## src/rtl/txr_pkg.sv

```systemverilog
package txr_pkg;
    localparam int DESC_BYTES = 128;
    localparam int HDR_BYTES  = 32;
    localparam int NUM_SEG    = 4;
    localparam int NUM_FLAG   = 3;

    localparam int FLAG_EMPTY = 0;
    localparam int FLAG_SENT  = 1;
    localparam int FLAG_ABORT = 2;

    localparam int CMD_OFS_LO   = 16;
    localparam int CMD_STOP_BIT = 23;
    localparam int CMD_IRQ_BIT  = 24;
    localparam int CMD_PTR0_BIT = 25;

    localparam int ST_COL_LO   = 16;
    localparam int ST_LATE     = 20;
    localparam int ST_SUCCESS  = 23;
    localparam int ST_TOO_BIG  = 24;
    localparam int ST_UNDERRUN = 25;
    localparam int ST_DONE     = 63;

    typedef enum logic [3:0] {
        S_IDLE, S_CMD_REQ, S_CMD_WAIT, S_PTR_REQ, S_PTR_WAIT, S_SEG_PICK,
        S_WORD_REQ, S_WORD_WAIT, S_SEND, S_WRITEBACK, S_HALT
    } eng_state_t;
endpackage

```

## src/rtl/txr_seg_table.sv

```systemverilog
module txr_seg_table #(
    parameter int ADDR_W = 32,
    parameter int LEN_W  = 16,
    parameter int NSEG   = 4,
    parameter int TOT_W  = 18,
    localparam int SEL_W = $clog2(NSEG) + 1
) (
    input  logic              clk,
    input  logic              rst_n,
    input  logic              clr,
    input  logic              wr_en,
    input  logic [SEL_W-1:0]  wr_idx,
    input  logic [ADDR_W-1:0] wr_addr,
    input  logic [LEN_W:0]    wr_len,
    input  logic [SEL_W-1:0]  rd_idx,
    output logic [ADDR_W-1:0] rd_addr,
    output logic [LEN_W:0]    rd_len,
    output logic              rd_valid,
    output logic [TOT_W-1:0]  total
);
    logic [ADDR_W-1:0] addr_arr [NSEG];
    logic [LEN_W:0]    len_arr  [NSEG];
    logic [NSEG-1:0]   vld_arr;

    for (genvar g = 0; g < NSEG; g++) begin : g_ent
        logic [ADDR_W-1:0] a_q;
        logic [LEN_W:0]    l_q;
        logic              v_q;
        always_ff @(posedge clk or negedge rst_n) begin
            if (!rst_n) begin
                a_q <= '0;
                l_q <= '0;
                v_q <= 1'b0;
            end else if (clr) begin
                v_q <= 1'b0;
            end else if (wr_en && wr_idx == SEL_W'(g)) begin
                a_q <= wr_addr;
                l_q <= wr_len;
                v_q <= 1'b1;
            end
        end
        assign addr_arr[g] = a_q;
        assign len_arr[g]  = l_q;
        assign vld_arr[g]  = v_q;
    end

    always_ff @(posedge clk or negedge rst_n) begin
        if (!rst_n)     total <= '0;
        else if (clr)   total <= '0;
        else if (wr_en) total <= total + TOT_W'(wr_len);
    end

    always_comb begin
        rd_addr  = '0;
        rd_len   = '0;
        rd_valid = 1'b0;
        for (int k = 0; k < NSEG; k++) begin
            if (rd_idx == SEL_W'(k)) begin
                rd_addr  = addr_arr[k];
                rd_len   = len_arr[k];
                rd_valid = vld_arr[k];
            end
        end
    end
endmodule

```

## src/rtl/txr_status.sv

```systemverilog
module txr_status
    import txr_pkg::*;
#(
    parameter int IDX_W = 6
) (
    input  logic                clk,
    input  logic                rst_n,
    input  logic [NUM_FLAG-1:0] set_i,
    input  logic [NUM_FLAG-1:0] clr_i,
    input  logic [NUM_FLAG-1:0] en_i,
    input  logic [IDX_W-1:0]    cons_i,
    output logic [NUM_FLAG-1:0] flags_o,
    output logic [31:0]         int_status_o,
    output logic                irq_o
);
    logic [NUM_FLAG-1:0] flags_q;

    always_ff @(posedge clk or negedge rst_n) begin
        if (!rst_n) flags_q <= '0;
        else        flags_q <= (flags_q & ~clr_i) | set_i;
    end

    assign flags_o      = flags_q;
    assign irq_o        = |(flags_q & en_i);
    assign int_status_o = (32'(cons_i) << 16) | 32'(flags_q);

    // a clear without a simultaneous set removes the abort flag
    a_r11_abort_w1c: assert property (@(posedge clk) disable iff (!rst_n)
        (clr_i[FLAG_ABORT] && !set_i[FLAG_ABORT]) |=> !flags_o[FLAG_ABORT]);
    // a flag never appears without its set strobe
    a_r10_sent_needs_set: assert property (@(posedge clk) disable iff (!rst_n)
        $rose(flags_o[FLAG_SENT]) |-> $past(set_i[FLAG_SENT]));
endmodule

```

## src/rtl/txring_engine.sv

```systemverilog
module txring_engine
    import txr_pkg::*;
#(
    parameter int ADDR_W     = 32,
    parameter int RING_DEPTH = 64,
    parameter int LEN_W      = 16,
    localparam int IDX_W     = $clog2(RING_DEPTH),
    localparam int OFS_W     = $clog2(DESC_BYTES),
    localparam int RB_W      = ADDR_W - IDX_W - OFS_W
) (
    input  logic                clk,
    input  logic                rst_n,
    input  logic [RB_W-1:0]     ring_base,
    input  logic                prod_wr,
    input  logic [IDX_W-1:0]    prod_idx,
    input  logic [NUM_FLAG-1:0] flag_clr,
    input  logic [NUM_FLAG-1:0] irq_en,
    input  logic [3:0]          mac_col_cnt,
    input  logic                mac_late_col,
    output logic                mem_req,
    output logic                mem_we,
    output logic [ADDR_W-1:0]   mem_addr,
    output logic [63:0]         mem_wdata,
    input  logic                mem_rvalid,
    input  logic [63:0]         mem_rdata,
    output logic                tx_valid,
    output logic [7:0]          tx_data,
    output logic                tx_last,
    input  logic                tx_ready,
    output logic [31:0]         int_status,
    output logic                irq
);
    localparam int TOT_W = LEN_W + 2;
    localparam int SEL_W = $clog2(NUM_SEG) + 1;

    eng_state_t state_q, state_d;
    logic [IDX_W-1:0]    prod_q, cons_q;
    logic [LEN_W-1:0]    len_q;
    logic                stop_q, irqreq_q;
    logic [2:0]          pvld_q;
    logic [1:0]          ptr_sel;
    logic [SEL_W-1:0]    seg_q;
    logic [ADDR_W-1:0]   cur_addr;
    logic [LEN_W:0]      remain;
    logic [TOT_W-1:0]    left_q, sent_cnt;
    logic [63:0]         word_q;

    logic [ADDR_W-1:0]   desc_addr;
    logic [OFS_W-1:0]    rd_ofs;
    logic                tb_clr, tb_wr;
    logic [SEL_W-1:0]    tb_idx;
    logic [ADDR_W-1:0]   tb_addr, seg_addr;
    logic [LEN_W:0]      tb_len, seg_len;
    logic                seg_vld;
    logic [TOT_W-1:0]    seg_total, want_len;
    logic                too_big, too_short, mismatch;
    logic [NUM_FLAG-1:0] flag_set, flags;

    assign desc_addr = {ring_base, cons_q, OFS_W'(0)};
    assign rd_ofs    = mem_rdata[CMD_OFS_LO +: OFS_W];
    assign want_len  = TOT_W'(len_q) + TOT_W'(1);
    assign too_big   = sent_cnt > want_len;
    assign too_short = sent_cnt < want_len;
    assign mismatch  = too_big || too_short;

    txr_seg_table #(.ADDR_W(ADDR_W), .LEN_W(LEN_W), .NSEG(NUM_SEG), .TOT_W(TOT_W)) u_segs (
        .clk(clk), .rst_n(rst_n), .clr(tb_clr), .wr_en(tb_wr), .wr_idx(tb_idx),
        .wr_addr(tb_addr), .wr_len(tb_len), .rd_idx(seg_q), .rd_addr(seg_addr),
        .rd_len(seg_len), .rd_valid(seg_vld), .total(seg_total)
    );

    txr_status #(.IDX_W(IDX_W)) u_stat (
        .clk(clk), .rst_n(rst_n), .set_i(flag_set), .clr_i(flag_clr), .en_i(irq_en),
        .cons_i(cons_q), .flags_o(flags), .int_status_o(int_status), .irq_o(irq)
    );

    // next-state logic
    always_comb begin
        state_d = state_q;
        unique case (state_q)
            S_IDLE:      if (cons_q != prod_q) state_d = S_CMD_REQ;
            S_CMD_REQ:   state_d = S_CMD_WAIT;
            S_CMD_WAIT:  if (mem_rvalid) state_d = S_PTR_REQ;
            S_PTR_REQ:   if (ptr_sel == 2'd3) state_d = S_SEG_PICK;
                         else if (pvld_q[ptr_sel]) state_d = S_PTR_WAIT;
            S_PTR_WAIT:  if (mem_rvalid) state_d = S_PTR_REQ;
            S_SEG_PICK:  if (seg_q == SEL_W'(NUM_SEG)) state_d = S_WRITEBACK;
                         else if (seg_vld) state_d = S_WORD_REQ;
            S_WORD_REQ:  state_d = S_WORD_WAIT;
            S_WORD_WAIT: if (mem_rvalid) state_d = S_SEND;
            S_SEND:      if (tx_ready) begin
                             if (remain == (LEN_W+1)'(1)) state_d = S_SEG_PICK;
                             else if (cur_addr[2:0] == 3'd7) state_d = S_WORD_REQ;
                         end
            S_WRITEBACK: state_d = (mismatch && stop_q) ? S_HALT : S_IDLE;
            S_HALT:      if (!flags[FLAG_ABORT]) state_d = S_IDLE;
            default:     state_d = S_IDLE;
        endcase
    end

    // state register and datapath
    always_ff @(posedge clk or negedge rst_n) begin
        if (!rst_n) begin
            state_q <= S_IDLE;  prod_q <= '0;   cons_q <= '0;
            len_q <= '0;        stop_q <= 1'b0; irqreq_q <= 1'b0; pvld_q <= '0;
            ptr_sel <= '0;      seg_q <= '0;    cur_addr <= '0;   remain <= '0;
            left_q <= '0;       sent_cnt <= '0; word_q <= '0;
        end else begin
            state_q <= state_d;
            if (prod_wr) prod_q <= prod_idx;
            unique case (state_q)
                S_CMD_REQ:  sent_cnt <= '0;
                S_CMD_WAIT: if (mem_rvalid) begin
                    len_q    <= mem_rdata[LEN_W-1:0];
                    stop_q   <= mem_rdata[CMD_STOP_BIT];
                    irqreq_q <= mem_rdata[CMD_IRQ_BIT];
                    pvld_q   <= mem_rdata[CMD_PTR0_BIT +: 3];
                    ptr_sel  <= '0;
                end
                S_PTR_REQ: begin
                    if (ptr_sel == 2'd3) begin
                        seg_q  <= '0;
                        left_q <= seg_total;
                    end else if (!pvld_q[ptr_sel]) begin
                        ptr_sel <= ptr_sel + 2'd1;
                    end
                end
                S_PTR_WAIT: if (mem_rvalid) ptr_sel <= ptr_sel + 2'd1;
                S_SEG_PICK: if (seg_q != SEL_W'(NUM_SEG)) begin
                    if (seg_vld) begin
                        cur_addr <= seg_addr;
                        remain   <= seg_len;
                    end else begin
                        seg_q <= seg_q + SEL_W'(1);
                    end
                end
                S_WORD_WAIT: if (mem_rvalid) word_q <= mem_rdata;
                S_SEND: if (tx_ready) begin
                    cur_addr <= cur_addr + ADDR_W'(1);
                    remain   <= remain - (LEN_W+1)'(1);
                    left_q   <= left_q - TOT_W'(1);
                    sent_cnt <= sent_cnt + TOT_W'(1);
                    if (remain == (LEN_W+1)'(1)) seg_q <= seg_q + SEL_W'(1);
                end
                S_WRITEBACK: cons_q <= cons_q + IDX_W'(1);
                default: ;
            endcase
        end
    end

    // outputs
    always_comb begin
        mem_req   = 1'b0;
        mem_we    = 1'b0;
        mem_addr  = '0;
        mem_wdata = '0;
        tx_valid  = 1'b0;
        tx_data   = '0;
        tx_last   = 1'b0;
        tb_clr    = 1'b0;
        tb_wr     = 1'b0;
        tb_idx    = '0;
        tb_addr   = '0;
        tb_len    = '0;
        flag_set  = '0;
        unique case (state_q)
            S_CMD_REQ: begin
                mem_req  = 1'b1;
                mem_addr = desc_addr;
                tb_clr   = 1'b1;
            end
            S_CMD_WAIT: if (mem_rvalid && int'(rd_ofs) >= HDR_BYTES) begin
                tb_wr   = 1'b1;
                tb_addr = desc_addr + ADDR_W'(rd_ofs);
                tb_len  = (LEN_W+1)'(DESC_BYTES) - (LEN_W+1)'(rd_ofs);
            end
            S_PTR_REQ: if (ptr_sel != 2'd3 && pvld_q[ptr_sel]) begin
                mem_req  = 1'b1;
                mem_addr = desc_addr + ADDR_W'(8 * (int'(ptr_sel) + 1));
            end
            S_PTR_WAIT: if (mem_rvalid) begin
                tb_wr   = 1'b1;
                tb_idx  = SEL_W'(ptr_sel) + SEL_W'(1);
                tb_addr = ADDR_W'({mem_rdata[31:3], 3'b000});
                tb_len  = (LEN_W+1)'(mem_rdata[32 +: LEN_W]) + (LEN_W+1)'(1);
            end
            S_WORD_REQ: begin
                mem_req  = 1'b1;
                mem_addr = {cur_addr[ADDR_W-1:3], 3'b000};
            end
            S_SEND: begin
                tx_valid = 1'b1;
                tx_data  = word_q[{cur_addr[2:0], 3'b000} +: 8];
                tx_last  = (left_q == TOT_W'(1));
            end
            S_WRITEBACK: begin
                mem_req  = 1'b1;
                mem_we   = 1'b1;
                mem_addr = desc_addr;
                mem_wdata[15:0]              = sent_cnt[15:0];
                mem_wdata[ST_COL_LO +: 4]    = mac_col_cnt;
                mem_wdata[ST_LATE]           = mac_late_col;
                mem_wdata[ST_SUCCESS]        = !mismatch && !mac_late_col;
                mem_wdata[ST_TOO_BIG]        = too_big;
                mem_wdata[ST_UNDERRUN]       = too_short;
                mem_wdata[ST_DONE]           = 1'b1;
                flag_set[FLAG_EMPTY] = (cons_q + IDX_W'(1)) == prod_q;
                flag_set[FLAG_SENT]  = irqreq_q;
                flag_set[FLAG_ABORT] = mismatch;
            end
            default: ;
        endcase
    end

    // offered byte stays put until taken
    a_r6_hold_byte: assert property (@(posedge clk) disable iff (!rst_n)
        (tx_valid && !tx_ready) |=> (tx_valid && $stable(tx_data) && $stable(tx_last)));
    // never more than one read outstanding
    a_r2_single_read: assert property (@(posedge clk) disable iff (!rst_n)
        (mem_req && !mem_we) |=> !mem_req);
    // consumer index moves only on a status write
    a_r2_cons_on_wb: assert property (@(posedge clk) disable iff (!rst_n)
        (cons_q != $past(cons_q)) |-> $past(mem_req && mem_we));
    // a halted engine is silent
    a_r9_halt_quiet: assert property (@(posedge clk) disable iff (!rst_n)
        (state_q == S_HALT) |-> (!mem_req && !tx_valid));
endmodule

```

## config.mk

```make
export PLATFORM = sky130hd
export DESIGN_NAME = txring_engine
export DESIGN_NICKNAME = d
export VERILOG_FILES = /design/src/rtl/txr_pkg.sv /design/src/rtl/txr_seg_table.sv /design/src/rtl/txr_status.sv /design/src/rtl/txring_engine.sv
export SDC_FILE = /design/constraint.sdc
export NUM_CORES = 1
export LEC_CHECK = 0
export ABC_AREA = 1
export BUFFER_PORTS_ARGS = -buffer_cell sky130_fd_sc_hd__buf_2
export CAP_MARGIN = 15
export CORE_UTILIZATION = 40
export CTS_CLUSTER_DIAMETER = 120
export DETAILED_ROUTE_END_ITERATION = 10
export PLACE_DENSITY = 0.63
export SLEW_MARGIN = 20
export SYNTH_ARGS = -nofsm -noshare
export SYNTH_HDL_FRONTEND = slang
export SYNTH_HIERARCHICAL = 1
export SYNTH_SLANG_ARGS = --single-unit
```

## constraint.sdc

```tcl
create_clock -name clk -period 7.6 [get_ports clk]
set_input_delay 1.52 -clock clk [delete_from_list [all_inputs] [get_ports clk]]
set_output_delay 1.52 -clock clk [all_outputs]
set_load 0.02 [all_outputs]
```

==> flow_metrics.env, run 1 <==
export IMPL_routedWlPerCell_um=18.2
export IMPL_pin_count=246
export IMPL_slowest_delay_ns=0.40
export IMPL_yosysSeqAreaShare=0.436
export IMPL_rsz0062_at_grt="no"
export IMPL_final_nets=3356
export IMPL_holdBufCountCts=0
export IMPL_tritoncts_clock_tree="done"
export IMPL_initial_utilization=0.408
export IMPL_maximum_achievable_frequency_ghz=0.197
export IMPL_netlist_top_cells_area="dfrtp_1, nand2_1, o21ai_0"
export IMPL_synth_seq_cells=412
export IMPL_cts_post_setup_buffers_inserted=0
export IMPL_criticalPathCategory="register to output port"
export IMPL_placedInstanceArea_um2=24700
export IMPL_cts_made_buffers=44
export IMPL_first_global_vias=19400
export IMPL_post_cts_resized_instances=0
export IMPL_hold_viol_final=0
export IMPL_cts_root_buffer_cell="clkbuf_16"
export IMPL_leak_nw=12.3
export IMPL_floorplan_core_area_um2=58000
export IMPL_netlist_area_um2=23600
export IMPL_fp_dieW_um=245
export IMPL_worst_setup_path_end_kind="output port"
export IMPL_tritoncts_num_sinks=412
export IMPL_cellPowerDensity_nw_per_um2=308
export IMPL_syn_area_per_cell_um2=7.63
export IMPL_place_gp_congestion=0.964
export IMPL_yosys_area_top_type="dfrtp_1"
export IMPL_status="finished clean"
export IMPL_drt_wl_total_um=72600
export IMPL_die_height_um=245
export IMPL_placement_rows=88
export IMPL_final_max_slew_viol_count=0
export IMPL_overflow=0
export IMPL_post_route_cell_area_um2=26300
export IMPL_clock_insertion_delay_worst_skew_ns=0.60
export IMPL_post_route_skew_ns=0.0297
export IMPL_timing_worst_slew_pin_value_ns=1.09
export IMPL_ys_warn_count=6
export IMPL_ir_drop_uv=175
export IMPL_antenna_found_initial=3
export IMPL_drc=0
export IMPL_ffs_w_async_s_r_synth=1.00
export IMPL_dominant_register_cell_in_the_synthesized_netlist="dfrtp_1"
export IMPL_global_route_wire_length_before_repair_um=114000
export IMPL_totalPowerFinal_w=0.00809
export IMPL_via_count=21100
export IMPL_post_synth_top_area_share=0.436
export IMPL_highest_count_cells_in_the_layout_ignoring_fill_and_taps="nand2_1, dfrtp_1, inv_1, o21ai_0, nor2_1"
export IMPL_post_route_cells_drive_above_1_share=0.116
export IMPL_numPlacedInstances=3919
export IMPL_cts_path_max_buffers=3
export IMPL_drv_max_cap_violation_count=0
export IMPL_worst_hold_path_type="register to register"
export IMPL_timing_slew_headroom=0.276
export IMPL_layout_cells_non_filler=3998
export IMPL_number_of_enable_type_register_cells_in_the_synthesized_netlist=0
export IMPL_critPathRequiredTime_ns=6.08
export IMPL_min_period_over_period=0.669
export IMPL_grt_use_total=0.242
export IMPL_placed_wire_length_estimate_after_detailed_placement_um=50600
export IMPL_htreeDepth=2
export IMPL_setup_violations_final=0
export IMPL_critical_path_most_common_cell="nand2_1"
export IMPL_tns_ns=0
export IMPL_drt_pre_antenna_iters=7
export IMPL_worst_path_max_fanout=4
export IMPL_finalCriticalPeriod_ns=5.09
export IMPL_antenna_violating_nets_post_route=0
export IMPL_clk_pin_slew_ns=0.06
export IMPL_syn_to_final_growth_pct=11.0
export IMPL_placement_io_buffers=180
export IMPL_critPathSlowestCell="dfrtp_1"
export IMPL_yosys_cell_types_count=55
export IMPL_initialDrtViolationCount=2106
export IMPL_grt_start_max_net_pins=159
export IMPL_path_cells="ha_1, nand2_1, nor2_2, nand2_1, nor2_2, nand3_1, nor2_1, nand3_1, or3b_1, ha_1, nand2_1, nor2_1, nand2_1, nor2_1, nor2_1, nand2_1, nand2_1, nor3_1, buf_2"
export IMPL_netlist_instances=3101
export IMPL_layout_commonest_cell="nand2_1"
export IMPL_critical_path_startpoint_type="register"
export IMPL_worstPathArrival_ns=3.57
export IMPL_via_per_inst=5.28
export IMPL_die_area_um2=60100
## cells in the mapped netlist, drive strengths merged, types with 12 or more instances
| cell | instances |
|---|---|
| a21oi | 96 |
| a221o | 16 |
| a31oi | 13 |
| buf | 142 |
| clkbuf | 70 |
| dfrtp | 412 |
| ha | 48 |
| inv | 409 |
| mux2 | 25 |
| nand2 | 719 |
| nand3 | 105 |
| nand4 | 28 |
| nor2 | 275 |
| nor3 | 50 |
| o211ai | 12 |
| o21ai | 432 |
| o22ai | 144 |
| xnor2 | 16 |
| xor2 | 46 |
## sequential cells by signal, summed over array words and instances (netlist names)
signal and count:
u_segs/g_ent.a_q 128, u_segs/g_ent.l_q 68, word_q 64, cur_addr 32, left_q 18, sent_cnt 18, u_segs/total 18, remain 17
len_q 16, cons_q 6, prod_q 6, state_q 4, u_segs/g_ent.v_q 4, pvld_q 3, seg_q 3, u_stat/flags_o 3
ptr_sel 2, irqreq_q 1, stop_q 1
## worst max-delay path, delay by kind of cell (launching register included)
family	cells	cell delay (ns)
DFF	1	0.40
and+or+nand+nor	16	1.90
adders and majority gates	2	0.49
buffers and inverters	1	0.18
## metrics by stage
stage	setup slack, ns	util	hold WS [ns]
final	2.51	0.452	0.475
after global routing	2.10	0.452	0.500
after CTS	2.49	0.451	0.481
after detailed placement	2.79	0.426	0.465
after global placement	2.80	0.426	0.461
after floorplan	3.23	-	0.446
## final timing paths
kind                              start                 endpoint  slack [ns]  depth (start not counted)
max                            len_q[0]            mem_wdata[23]        2.51                         19
min                        cur_addr[31]             cur_addr[31]        0.48                          2
max reg2reg                  state_q[2]         u_segs/total[16]        3.54                         17
min reg2reg                cur_addr[31]             cur_addr[31]        0.48                          2
max in group asynchronous         rst_n  u_segs/g_ent[2].a_q[23]        5.19                          2
min in group asynchronous         rst_n               word_q[59]        0.98                          1
## power by group
group / switching (W) / internal [W]
clock network: 0.000909 / 0.00130
logic: 0.00195 / 0.000862
registers: 0.000386 / 0.00268
## metal layers
layer  global-route usage  wire length, um  vias up
met1                0.347            32800     9988
met4               0.0840             2200        2
met3               0.0459             6080      132
li1                     -                -    10200
met2                0.362            31500      810
met5                    0               13        -
## cell families (layout without fill, tap and decap cells)
logic type                 Yosys count  in the layout  share of synthesized area
AOI/OAI and AO/OA                  730            730                      0.175
xor gates and xnor gates            62             62                     0.0230
adders and majority gates           49             49                     0.0262
buffers and inverters              621            689                      0.117
DFF                                412            412                      0.436
muxes                               25             25                     0.0119
other                                2             66                   0.000318
and+or+nand+nor                   1200           1200                      0.210
## cell type report
cell class / count / area (um2)
fill: 5877 / 31800
multi-input combinational: 2131 / 10900
sequential: 412 / 10300
inverter: 409 / 1540
clock buffer: 65 / 1280
timing repair buffer: 204 / 1140
tap: 765 / 957
clock inverter: 11 / 166
antenna: 1 / 2.50
(Power assumes the default switching activity.)
==> run 2: changes to the inputs <==
--- a/config.mk
+++ b/config.mk
@@ -5,13 +5,13 @@
 export SDC_FILE = /design/constraint.sdc
 export NUM_CORES = 1
 export LEC_CHECK = 0
-export ABC_AREA = 1
+export ABC_AREA = 0
 export BUFFER_PORTS_ARGS = -buffer_cell sky130_fd_sc_hd__buf_2
 export CAP_MARGIN = 15
 export CORE_UTILIZATION = 40
 export CTS_CLUSTER_DIAMETER = 120
 export DETAILED_ROUTE_END_ITERATION = 10
-export PLACE_DENSITY = 0.63
+export PLACE_DENSITY = 0.65
 export SLEW_MARGIN = 20
 export SYNTH_ARGS = -nofsm -noshare
 export SYNTH_HDL_FRONTEND = slang
==> constraint.sdc (replaced) <==
create_clock -name clk -period 4.6 [get_ports clk]
set_input_delay 0.92 -clock clk [delete_from_list [all_inputs] [get_ports clk]]
set_output_delay 0.92 -clock clk [all_outputs]
set_load 0.02 [all_outputs]
==> run 2 against run 1 <==
  * Routed wire length fell by 5.7%
  * Critical path depth decreased by 6
  * Area after synthesis decreased by 2.0%
  * Register-to-register slack worse by 2.6 ns
  * Clock power is 66% higher
  * Clock-buffer cell count is 4 higher
  * Worst hold slack worse by 0.098 ns
  * Worst setup slack got worse by 2.4 ns
  * Cell area decreased by 0.63%
  * Synthesized cell count shrank 31%
  * Global-route usage down 1.1 points
  * Non-clock buffer count is 24 higher
==> flow_metrics.env, run 2 <==
export IMPL_ff2ff_setup_slack_ns=0.97
export IMPL_ir_drop_uv=303
export IMPL_holdBufCountCts=0
export IMPL_final_nets=2420
export IMPL_antenna_violating_nets_post_route=0
export IMPL_pin_count=246
export IMPL_number_of_flip_flops_under_the_largest_register_name=128
export IMPL_placement_io_buffers=180
export IMPL_via_count=17500
export IMPL_ffs_w_async_s_r_synth=1.00
export IMPL_antenna_cells_inserted=0
export IMPL_overflow=0
export IMPL_critPathRequiredTime_ns=3.68
export IMPL_rr_startpoint="state_q[0]"
export IMPL_cts_path_max_buffers=3
export IMPL_netlist_area_um2=23200
export IMPL_drc=0
export IMPL_dominant_register_cell_in_the_synthesized_netlist="dfrtp_1"
export IMPL_first_global_vias=17200
export IMPL_hold_viol_final=0
export IMPL_die_area_um2=58900
export IMPL_min_period_over_period=0.969
export IMPL_tritoncts_num_sinks=412
export IMPL_path_cells="and3_4, and2_4, and4_4, nor2b_4, nand2_1, xor2_1, ha_1, and4_1, a2111oi_2, o31a_1, o211ai_1, and3_1, buf_2"
export IMPL_drv_max_cap_violation_count=0
export IMPL_leak_nw=12.1
export IMPL_critical_path_startpoint_type="register"
export IMPL_worst_hold_path_type="primary input to async pin"
export IMPL_largest_register="u_segs/g_ent.a_q"
export IMPL_htreeDepth=2
export IMPL_synthMostInstantiatedCell="dfrtp_1"
export IMPL_fp_dieW_um=243
export IMPL_post_synth_top_area_share=0.445
export IMPL_yosys_area_top_type="dfrtp_1"
export IMPL_initial_utilization=0.408
export IMPL_global_route_usage_met2=0.356
export IMPL_worst_setup_path_end_kind="output port"
export IMPL_cpLargestDelayFamily="simple AND/OR/NAND/NOR gates"
export IMPL_clk_pin_slew_ns=0.06
export IMPL_final_max_slew_viol_count=0
export IMPL_tritoncts_clock_tree="done"
export IMPL_netlist_instances=2130
export IMPL_via_per_inst=5.72
export IMPL_initialDrtViolationCount=1257
export IMPL_yosys_cell_types_count=90
export IMPL_post_route_skew_ns=0.0256
export IMPL_placedInstanceArea_um2=24500
export IMPL_drt_pre_antenna_iters=6
export IMPL_cellPowerDensity_nw_per_um2=524
export IMPL_syn_area_per_cell_um2=10.9
export IMPL_worst_path_max_fanout=4
export IMPL_grtUsageMet1=0.334
export IMPL_clock_insertion_delay_worst_skew_ns=0.60
export IMPL_path_buf_inv=1
export IMPL_syn_to_final_growth_pct=12.6
export IMPL_rr_worst_depth=14
export IMPL_worstPathArrival_ns=3.54
export IMPL_number_of_enable_type_register_cells_in_the_synthesized_netlist=0
export IMPL_global_route_usage_met3=0.0419
export IMPL_ys_warn_count=6
export IMPL_slowest_delay_ns=0.39
export IMPL_routedWlPerCell_um=22.4
export IMPL_most_instantiated_cells_after_synthesis="dfrtp_1, mux2_2, nand2_1"
export IMPL_global_route_wire_length_before_repair_um=106000
export IMPL_netlist_top_cells_area="dfrtp_1, mux2_2, mux4_2"
export IMPL_antenna_found_initial=1
export IMPL_cts_made_buffers=46
export IMPL_placement_rows=87
export IMPL_maximum_achievable_frequency_ghz=0.224
export IMPL_highest_count_cells_in_the_layout_ignoring_fill_and_taps="dfrtp_1, mux2_2, nand2_1, buf_2, a21oi_1"
export IMPL_timing_slew_headroom=0.314
export IMPL_grt_start_max_net_pins=101
export IMPL_grt_use_total=0.231
export IMPL_critPathSlowestCell="dfrtp_1"
export IMPL_finalCriticalPeriod_ns=4.46
export IMPL_post_route_cell_area_um2=26100
export IMPL_place_gp_congestion=0.917
export IMPL_cts_root_buffer_cell="clkbuf_16"
export IMPL_grt_busiest_layer="met2"
export IMPL_floorplan_core_area_um2=56800
export IMPL_reg_top3="u_segs/g_ent.a_q x128, u_segs/g_ent.l_q x68, word_q x64"
export IMPL_synth_seq_cells=412
export IMPL_placed_wire_length_estimate_after_detailed_placement_um=48500
export IMPL_status="finished clean"
export IMPL_drt_wl_total_um=68400
export IMPL_criticalPathCategory="register to output port"
export IMPL_totalPowerFinal_w=0.0137
export IMPL_setup_violations_final=0
export IMPL_yosysSeqAreaShare=0.445
export IMPL_rr_endpoint="u_segs/total[16]"
export IMPL_layout_commonest_cell="dfrtp_1"
export IMPL_die_height_um=243
export IMPL_post_route_cells_drive_above_1_share=0.284
export IMPL_timing_worst_slew_pin_value_ns=1.03
## run 2: cell count changes after synthesis, sizes merged, moves of 48 or more
cell and change:
inv -371, nand2 -532, o22ai -117, o21ai -315, a22o +52, mux4 +66
nand3 -48, nor2b +58, nor2 -162, mux2 +243
## run 2: metal layers
metal,routed length [um],up-vias
met5,0,-
met4,1450,0
met3,5010,82
met2,30800,646
met1,31200,8896
li1,-,7861
## run 2: layout make-up
| class | count | area [um2] |
|---|---|---|
| Clock buffer | 69 | 1330 |
| Multi-Input combinational cell | 1539 | 11900 |
| Tap cell | 756 | 946 |
| Fill cell | 5249 | 30700 |
| Clock inverter | 15 | 154 |
| Sequential cell | 412 | 10300 |
| Inverter | 39 | 146 |
| Timing Repair Buffer | 228 | 1320 |
## run 2: logic make-up (layout without fill, tap and decap cells)
kind of cell               Yosys count  in the layout  share of synthesized area
DFF                                412            412                      0.445
xor gates and xnor gates            72             72                     0.0272
muxes                              354            354                      0.203
other                                2             65                   0.000324
AOI/OAI and AO/OA                  402            402                      0.112
and+or+nand+nor                    597            597                      0.130
buffers and inverters              242            351                     0.0561
adders and majority gates           49             49                     0.0268
## run 2: report_power, final
part | internal [W] | total, W | switching, W
combinational | 0.00204 | 0.00463 | 0.00259
clock | 0.00212 | 0.00366 | 0.00154
sequential | 0.00449 | 0.00539 | 0.000900
## run 2: how the worst max path moves through the flow
stage	start	end	slack [ns]	depth (start not counted)
floorplan	len_q[2]	mem_wdata[23]	0.81	12
global placement	len_q[2]	mem_wdata[24]	0.58	13
detailed placement	len_q[2]	mem_wdata[24]	0.47	13
CTS	len_q[3]	mem_wdata[24]	0.02	13
global route	len_q[3]	mem_wdata[24]	-0.01	13
finish	len_q[3]	mem_wdata[24]	0.14	13
## run 2: timing repair
action	4_1_cts	5_1_grt
setup endpoints to repair	3	3
pin swaps	0	3
buffers inserted	1	3
gates resized for setup	4	6
## run 2: metrics by stage
stage | utilization | setup TNS, ns | hold WS [ns] | worst slack [ns] | cells
floorplan | - | 0 | 0.437 | 0.811 | 2193
global placement | 0.432 | 0 | 0.458 | 0.584 | 2970
detailed placement | 0.432 | 0 | 0.468 | 0.467 | 2970
CTS | 0.458 | 0 | 0.391 | 0.0204 | 3055
global route | 0.459 | -0.0149 | 0.432 | -0.0149 | 3058
finish | 0.459 | 0 | 0.377 | 0.141 | 3058
